<file path="src/rtl/ipc_pkg.sv">
package ipc_pkg;
  typedef enum logic [2:0] {
    OP_SET_CPPR = 3'd0,
    OP_SET_IPI  = 3'd1,
    OP_ACCEPT   = 3'd2,
    OP_EOI      = 3'd3,
    OP_POLL     = 3'd4
  } cpu_op_e;

  typedef enum logic [2:0] {
    EV_NONE, EV_OFFER, EV_CPPR, EV_IPI, EV_ACCEPT, EV_EOI, EV_POLL
  } ipc_ev_e;
endpackage

</file>
<file path="src/rtl/ipc_arbiter.sv">
module ipc_arbiter
  import ipc_pkg::*;
(
  input  logic       offer_valid,
  input  logic       cmd_valid,
  input  logic [2:0] cmd_op,
  output logic       offer_ready,
  output ipc_ev_e    ev
);
  assign offer_ready = !cmd_valid;

  always_comb begin
    ev = EV_NONE;
    if (cmd_valid) begin
      case (cmd_op)
        OP_SET_CPPR: ev = EV_CPPR;
        OP_SET_IPI:  ev = EV_IPI;
        OP_ACCEPT:   ev = EV_ACCEPT;
        OP_EOI:      ev = EV_EOI;
        OP_POLL:     ev = EV_POLL;
        default:     ev = EV_NONE;
      endcase
    end else if (offer_valid) begin
      ev = EV_OFFER;
    end
  end
endmodule

</file>
<file path="src/rtl/ipc_next_state.sv">
module ipc_next_state
  import ipc_pkg::*;
#(
  parameter int SRC_W   = 24,
  parameter int PRIO_W  = 8,
  parameter int IPI_SRC = 2,
  localparam int WORD_W = SRC_W + PRIO_W
) (
  input  ipc_ev_e           ev,
  input  logic [SRC_W-1:0]  offer_src,
  input  logic [PRIO_W-1:0] offer_prio,
  input  logic [WORD_W-1:0] cmd_data,
  input  logic [PRIO_W-1:0] cppr_q,
  input  logic [SRC_W-1:0]  xisr_q,
  input  logic [PRIO_W-1:0] pend_q,
  input  logic [PRIO_W-1:0] mfrr_q,
  output logic [PRIO_W-1:0] cppr_d,
  output logic [SRC_W-1:0]  xisr_d,
  output logic [PRIO_W-1:0] pend_d,
  output logic [PRIO_W-1:0] mfrr_d,
  output logic              rej_fire,
  output logic [SRC_W-1:0]  rej_src,
  output logic              eoi_fire,
  output logic [SRC_W-1:0]  eoi_src,
  output logic              resend_fire
);
  localparam logic [PRIO_W-1:0] PRIO_NONE = '1;
  localparam logic [SRC_W-1:0]  IPI_NUM   = SRC_W'(IPI_SRC);

  logic [PRIO_W-1:0] low_pr, top_pr;
  logic              busy, held_ipi, do_ipi, do_resend;

  assign low_pr   = cmd_data[PRIO_W-1:0];
  assign top_pr   = cmd_data[WORD_W-1 -: PRIO_W];
  assign busy     = (xisr_q != '0);
  assign held_ipi = (xisr_q == IPI_NUM);

  always_comb begin
    cppr_d = cppr_q;  xisr_d = xisr_q;  pend_d = pend_q;  mfrr_d = mfrr_q;
    rej_fire = 1'b0;  rej_src = '0;
    eoi_fire = 1'b0;  eoi_src = '0;
    resend_fire = 1'b0;
    do_ipi = 1'b0;    do_resend = 1'b0;
    case (ev)
      EV_OFFER: begin
        if (offer_prio >= cppr_q || (busy && pend_q <= offer_prio)) begin
          rej_fire = 1'b1;
          rej_src  = offer_src;
        end else begin
          if (busy && !held_ipi) begin
            rej_fire = 1'b1;
            rej_src  = xisr_q;
          end
          xisr_d = offer_src;
          pend_d = offer_prio;
        end
      end
      EV_CPPR: begin
        cppr_d = low_pr;
        if (low_pr < cppr_q) begin
          if (busy && low_pr <= pend_q) begin
            xisr_d = '0;
            pend_d = PRIO_NONE;
            if (!held_ipi) begin
              rej_fire = 1'b1;
              rej_src  = xisr_q;
            end
          end
        end else if (!busy) begin
          do_resend = 1'b1;
        end
      end
      EV_IPI: begin
        mfrr_d = low_pr;
        if (low_pr < cppr_q) do_ipi = 1'b1;
      end
      EV_ACCEPT: begin
        cppr_d = pend_q;
        xisr_d = '0;
        pend_d = PRIO_NONE;
      end
      EV_EOI: begin
        cppr_d   = top_pr;
        eoi_fire = 1'b1;
        eoi_src  = cmd_data[SRC_W-1:0];
        if (!busy) do_resend = 1'b1;
      end
      default: ;
    endcase

    if (do_resend) begin
      resend_fire = 1'b1;
      if (mfrr_d < cppr_d) do_ipi = 1'b1;
    end

    if (do_ipi && !(xisr_d != '0 && pend_d <= mfrr_d)) begin
      if (xisr_d != '0 && xisr_d != IPI_NUM) begin
        rej_fire = 1'b1;
        rej_src  = xisr_d;
      end
      xisr_d = IPI_NUM;
      pend_d = mfrr_d;
    end
  end
endmodule

</file>
<file path="src/rtl/intr_present_unit.sv">
module intr_present_unit
  import ipc_pkg::*;
#(
  parameter int SRC_W   = 24,
  parameter int PRIO_W  = 8,
  parameter int IPI_SRC = 2,
  localparam int WORD_W = SRC_W + PRIO_W
) (
  input  logic              clk,
  input  logic              rst_n,
  input  logic              offer_valid,
  output logic              offer_ready,
  input  logic [SRC_W-1:0]  offer_src,
  input  logic [PRIO_W-1:0] offer_prio,
  input  logic              cmd_valid,
  input  logic [2:0]        cmd_op,
  input  logic [WORD_W-1:0] cmd_data,
  output logic              rsp_valid,
  output logic [WORD_W-1:0] rsp_word,
  output logic [PRIO_W-1:0] rsp_ipi,
  output logic              rej_pulse,
  output logic              eoi_pulse,
  output logic              resend_pulse,
  output logic [SRC_W-1:0]  src_bus,
  output logic              irq_out
);
  ipc_ev_e           ev;
  logic [PRIO_W-1:0] cppr_q, pend_q, mfrr_q, cppr_d, pend_d, mfrr_d;
  logic [SRC_W-1:0]  xisr_q, xisr_d, rej_src, eoi_src;
  logic              rej_fire, eoi_fire, resend_fire;

  ipc_arbiter u_arb (
    .offer_valid (offer_valid),
    .cmd_valid   (cmd_valid),
    .cmd_op      (cmd_op),
    .offer_ready (offer_ready),
    .ev          (ev)
  );

  ipc_next_state #(.SRC_W(SRC_W), .PRIO_W(PRIO_W), .IPI_SRC(IPI_SRC)) u_ns (
    .ev          (ev),
    .offer_src   (offer_src),
    .offer_prio  (offer_prio),
    .cmd_data    (cmd_data),
    .cppr_q      (cppr_q),
    .xisr_q      (xisr_q),
    .pend_q      (pend_q),
    .mfrr_q      (mfrr_q),
    .cppr_d      (cppr_d),
    .xisr_d      (xisr_d),
    .pend_d      (pend_d),
    .mfrr_d      (mfrr_d),
    .rej_fire    (rej_fire),
    .rej_src     (rej_src),
    .eoi_fire    (eoi_fire),
    .eoi_src     (eoi_src),
    .resend_fire (resend_fire)
  );

  always_ff @(posedge clk) begin
    if (!rst_n) begin
      cppr_q       <= '0;
      xisr_q       <= '0;
      pend_q       <= '1;
      mfrr_q       <= '1;
      irq_out      <= 1'b0;
      rej_pulse    <= 1'b0;
      eoi_pulse    <= 1'b0;
      resend_pulse <= 1'b0;
      src_bus      <= '0;
      rsp_valid    <= 1'b0;
      rsp_word     <= '0;
      rsp_ipi      <= '0;
    end else begin
      cppr_q       <= cppr_d;
      xisr_q       <= xisr_d;
      pend_q       <= pend_d;
      mfrr_q       <= mfrr_d;
      irq_out      <= (xisr_d != '0);
      rej_pulse    <= rej_fire;
      eoi_pulse    <= eoi_fire;
      resend_pulse <= resend_fire;
      src_bus      <= rej_fire ? rej_src : (eoi_fire ? eoi_src : '0);
      rsp_valid    <= (ev == EV_ACCEPT) || (ev == EV_POLL);
      if ((ev == EV_ACCEPT) || (ev == EV_POLL)) begin
        rsp_word <= {cppr_q, xisr_q};
        rsp_ipi  <= mfrr_q;
      end
    end
  end
endmodule

</file>
<file path="config.mk">
export PLATFORM = sky130hd
export DESIGN_NAME = intr_present_unit
export DESIGN_NICKNAME = d
export VERILOG_FILES = /design/src/rtl/ipc_pkg.sv /design/src/rtl/ipc_arbiter.sv /design/src/rtl/ipc_next_state.sv /design/src/rtl/intr_present_unit.sv
export SDC_FILE = /design/constraint.sdc
export NUM_CORES = 1
export LEC_CHECK = 0
export BUFFER_PORTS_ARGS = -buffer_cell sky130_fd_sc_hd__buf_4
export CAP_MARGIN = 20
export CORE_ASPECT_RATIO = 0.7
export CORE_UTILIZATION = 40
export CTS_CLUSTER_DIAMETER = 120
export CTS_CLUSTER_SIZE = 8
export DETAILED_ROUTE_END_ITERATION = 7
export GPL_TIMING_DRIVEN = 0
export SLEW_MARGIN = 10
export SYNTH_ARGS = -nofsm -noshare
export SYNTH_HDL_FRONTEND = slang
export SYNTH_SLANG_ARGS = --single-unit
</file>
<file path="constraint.sdc">
create_clock -name clk -period 6 [get_ports clk]
set_input_delay 1.5 -clock clk [delete_from_list [all_inputs] [get_ports clk]]
set_output_delay 1.5 -clock clk [all_outputs]
set_load 0.005 [all_outputs]
</file>
== After elaboration in Yosys (flattened, before gate mapping) ==
Index checks and enable logic that the tools add are counted.
Widths: inputs -> output; s select.
Storage, ports and cells
  register bits after elaboration: 117
  input bits: 71
  word-level logic and storage cells: 88
Operators by class
  $lt $le $gt $ge: 6
  equality and inequality tests: 12
  multiplexer cells: 43
  reductions and logical operators: 15
Operator list (number)
  $mux 24: 14
  $pmux 24 s3: 1
  $reduce_bool 24->1: 3
  $pmux 24 s2: 1
  $pmux 8 s3: 2
  $mux 8: 5
  $eq 24x2->1 const B: 1
  $le 8x8->1: 3
  $ne 24x2->1 const B: 1
  $lt 8x8->1: 2
  $mux 1: 16
  $pmux 3 s5: 1
  $eq 3x2->1 const B: 4
  $eq 3x3->1 const B: 4
  $ge 8x8->1: 1
  $eq 3x1->1 const B: 2
  $logic_and 1x1->1: 6
  $pmux 1 s2: 2
  $logic_not 1->1: 3
  $logic_not 3->1: 1
  $mux 3: 1
  $logic_or 1x1->1: 2

== Logic depth before layout (Yosys ltp) ==
  depth in word-level cells: 11
  gate-level depth with buffers: 21
  gate-level depth less buffers: 18

== By module ==
Synthesis repeated with hierarchy kept, for this count alone.
Second synthesis, totals
  cells, all modules: 779
  area total of the unflattened synthesis: 6640.1 um2
By module, submodules not included
  intr_present_unit: instances 1, cells an instance 350, area each 3711.1 um2, seq. area each 2342.2 um2
  ipc_next_state: instances 1, cells an instance 421, area each 2872.8 um2, seq. area each 0.0 um2
  ipc_arbiter: instances 1, cells an instance 8, area each 56.3 um2, seq. area each 0.0 um2

== Worst setup path after synthesis ==
OpenSTA, ideal clock, no wires.
  kind: input -> register
  start point: input port offer_prio[0]
  end point: register pend_q[0]
  setup time: 79 ps
  arrival time: 5280 ps
  data required time: 5921 ps
  path slack: 641 ps
  cell stages on the path: 20
  path through: inv_1 > ha_1 > nand2b_1 > a211oi_1 > o21bai_1 > a2111oi_2 > nand2_1 > a22o_1 > buf_2 > a22oi_1 > ha_1 > a21o_1 > a21oi_1 > nand2_1 > a221oi_1 > a41oi_1 > o41ai_4 > buf_6 > o221ai_2 > o211ai_1
On the way
  longest elaborated chain between the ends: 10
Ends and longest elaborated chain
  from (decl): line intr_present_unit.sv:14  | input logic [PRIO_W-1:0] offer_prio,
  $le 8x8->1: line ipc_next_state.sv:46  | if (offer_prio >= cppr_q || (busy && pend_q <= offer_prio)) begin
  $logic_and 1x1->1: line ipc_next_state.sv:46
  $logic_or 1x1->1: line ipc_next_state.sv:46
  $mux 8 or $mux 24 (tied branches): line ipc_next_state.sv:46
  $pmux 8 s3 or $pmux 24 s3 (tied branches): line ipc_next_state.sv:44  | case (ev)
  $le 8x8->1 or $reduce_bool 24->1 (tied branches): line ipc_next_state.sv:96  | if (do_ipi && !(xisr_d != '0 && pend_d <= mfrr_d)) begin
  $logic_and 1x1->1: line ipc_next_state.sv:96
  $logic_not 1->1: line ipc_next_state.sv:96
  $logic_and 1x1->1: line ipc_next_state.sv:96
  $mux 8 *: line ipc_next_state.sv:96
  to (signal assigned): line intr_present_unit.sv:77  | pend_q <= pend_d;
  to (decl): line intr_present_unit.sv:28  | logic [PRIO_W-1:0] cppr_q, pend_q, mfrr_q, cppr_d, pend_d, mfrr_d;
Mark *: on every way between the ends. The rest lies on a longest branch, timed or not.
A chain may end at the register's enable or synchronous reset.

== Final worst setup path ==
Ends and elaborated chain as after synthesis.

==> out/qor.yml <==
drc: 0
min_path_type: "reg -> reg"
die_area_mm2: 0.01510
cts_tree: "yes"
period_needed_ns: 5.724
report.power.total_mw: 2.265
cp-end-kind: "register"
ioPinCount: 141
diodes: 0
port_buffers: 140
fmax_ghz: 0.1747
hold_viol: 0
slowest_stage: "a2111oi_2"
vias: 6003
fill_cells: 1326
grt_pass1_wl_um: 31330
core_mm2: 0.01410
peakVddDrop_mv: 0.1938
ctsHoldBuffers: 0
finalSetupViolCount: 0
grt_max_degree: 17
finalNetCount: 973
layout_common_cells: "buf_4, nand2_1, dfxtp_1, a21oi_1, nor2_1"
antenna_found_initial: 0
rsz0062_at_grt: "false"
crit_path_start: "offer_prio[0]"
synth_cell_types: 55
path_buf_inv: 5
row_count: 36
die_y_um: 103.1
max-slew-margin-rel: 0.4993
syn2layout_area_growth_pct: 33.15
wl_per_cell_um: 19.68
synthCells: 695
chipWidth_um: 146.5
grt_overflow: 0
clock_skew_ns: 0.008335
totalWireLength_um: 20840
hpwl_um: 16130
cpLargestDelayFamily: "compound AO/OA/AOI/OAI gates"
max_cap_violations: 0
cts.sinks: 117
initial_core_util: 0.4144
crit_chain: "buf_4 -> inv_1 -> ha_1 -> nand2b_1 -> a211oi_1 -> o21bai_1 -> a2111oi_2 -> nand2_2 -> a22o_2 -> buf_2 -> a22oi_1 -> ha_1 -> a21o_1 -> a21oi_1 -> nand2_1 -> a221oi_1 -> a41oi_1 -> o41ai_4 -> buf_4 -> buf_6 -> o221ai_2 -> o211ai_1"
synth_flop_cell: "dfxtp_1"
async_reset_ff_frac: 0
synth.avg_cell_area_um2: 8.407
yosysWarnings: 0
leakage_nw: 3.254
post_dp_cell_area_mm2: 0.007132
power_density_mw_per_mm2: 291.1
synth_area_mm2: 0.005843
crit_path_max_fanout: 10
fin_crit_sh: 0.9541
first_pass_iters: 8
grt_pass1_vias: 5472
drt_iter0_drc: 683
synth-edff-count: 0
final_core_utilization: 0.5518
via_per_inst: 5.669
drive_above_1_share: 0.2348
critPathArrivalTime_ns: 6.05
setup.worst_path.start_class: "input pin"
critical_path_required_ns: 6.33
cts_buffers: 17
max_stage_delay_ns: 0.40
status: "complete, no violations"
maxSlewViolCount: 0
synth_fp_nets: 812
cts_htree_levels: 4
final_common_cell: "buf_4"
tightest_slew_ns: 0.7494
final.setup.tns_ns: 0
ctsLongestPathBuffers: 2
hold_path.startpoint: "mfrr_q[4]"
clk_latency_ns: 0.41
ant_nets: 0
track_usage: 0.2785
clockRootBuffer: "clkbuf_16"
design_area_mm2: 0.007780
path_class: "in -> reg"
gp_congestion: 0.9562
reg2reg_from: "pend_q[2]"
ys_seq_area_frac: 0.4009
clk_pin_slew_ns: 0.06
synth-seq-cells: 117
==> power by group <==
group	internal, mW	switching, mW	total, mW
Clock	0.670	0.385	1.06
Sequential	0.807	0.0267	0.834
Combinational	0.157	0.219	0.376
Total	1.63	0.630	2.26
==> path summary, 6_finish.rpt <==
kind	endpoint	cells past startpoint	slack (ns)
worst min register to register	rsp_ipi[4]	2	0.45
worst max register to register	pend_q[0]	21	1.05
worst min-delay path	rsp_ipi[4]	2	0.45
worst max-delay path	pend_q[0]	22	0.28
==> per-stage QoR <==
stage	setup slack (ns)	hold slack [ns]	instances
after floorplan	0.6410	0.4312	695
after global placement	-0.4647	0.4458	1025
after detailed placement	-0.4562	0.4498	1025
after CTS	0.1072	0.4544	1057
after global routing	0.03704	0.4759	1059
final	0.2757	0.4521	1059
==> layer usage <==
metal  routed length [um]  track usage  up-vias  share of wire
met5                    0            0        -              0
met4                  329      0.09054        0          0.016
met3                 2155      0.06195       32           0.10
met2                 8302       0.3908      343           0.40
met1                10050       0.4159     2800           0.48
li1                     -            -     2828              -
==> final cells by class <==
class	count	area (um2)	area share
buffer	42	198.9	0.02557
clock buffer	19	442.9	0.05693
clock inverter	13	171.4	0.02203
inverter	38	142.6	0.01833
multi-input combinational	498	3178	0.4085
sequential	117	2342	0.3011
tap	190	237.7	0.03056
timing repair buffer	142	1066	0.1370
==> synthesized netlist by cell type (2+ instances only) <==
cell type	count	area share
nor3_1	3	0.0026
o21ai_1	2	0.0017
a21o_1	10	0.013
a221o_1	3	0.0051
a22oi_1	32	0.041
and3_1	4	0.0043
nand4_1	5	0.0054
o211ai_1	3	0.0039
o22ai_1	8	0.0086
a221oi_1	2	0.0030
a22o_1	2	0.0030
nor4_1	11	0.012
or2_2	3	0.0032
nand3b_1	2	0.0026
nand2b_1	4	0.0043
and4_1	3	0.0045
nor2b_1	4	0.0043
nand2_1	126	0.081
a21oi_1	63	0.054
mux2i_1	16	0.027
dfxtp_1	117	0.40
nand3_1	5	0.0043
a211oi_1	6	0.0077
o21ai_0	39	0.033
ha_1	46	0.099
clkbuf_1	31	0.020
buf_2	6	0.0051
nor2_1	47	0.030
a21boi_0	2	0.0026
inv_1	38	0.024
buf_6	4	0.0077
nor2_2	2	0.0021
and2_1	2	0.0021
a222oi_1	23	0.039
==> state kept, by name, summed over array words and instances, names as in the netlist <==
signal and flops:
rsp_word 32, src_bus 24, xisr_q 24, cppr_q 8, mfrr_q 8, pend_q 8
rsp_ipi 8, eoi_pulse 1, irq_out 1, rej_pulse 1, resend_pulse 1, rsp_valid 1
==> timing repair <==
| item | 4_1_cts | 5_1_grt |
|---|---|---|
| endpoints found under the setup margin | 26 | 40 |
| pin swaps | 0 | 3 |
| buffers inserted | 0 | 2 |
| gates resized for setup | 1 | 4 |
==> cells by family after synthesis <==
logic type	share of synthesized area
AO/OA/AOI/OAI	0.2377
XOR/XNOR	0.001499
adder cells (fa/ha/maj)	0.09850
buffers and inverters	0.05846
flip-flops	0.4009
multiplexers	0.02741
AND/OR/NAND/NOR	0.1756
==> worst register-to-register path, stage by stage, from the launching register on <==
cell      delay [ns]
dfxtp_1         0.44
inv_1           0.11
ha_1            0.31
and3_1          0.17
a221o_1         0.37
a22oi_2         0.24
a31oi_1         0.16
a21o_1          0.19
a22o_2          0.31
buf_2           0.22
a22oi_1         0.25
ha_1            0.30
a21o_1          0.17
a21oi_1         0.14
nand2_1         0.07
a221oi_1        0.27
a41oi_1         0.17
o41ai_4         0.39
buf_4           0.23
buf_6           0.17
o221ai_2        0.10
o211ai_1        0.11
(Power assumes the default switching activity.)
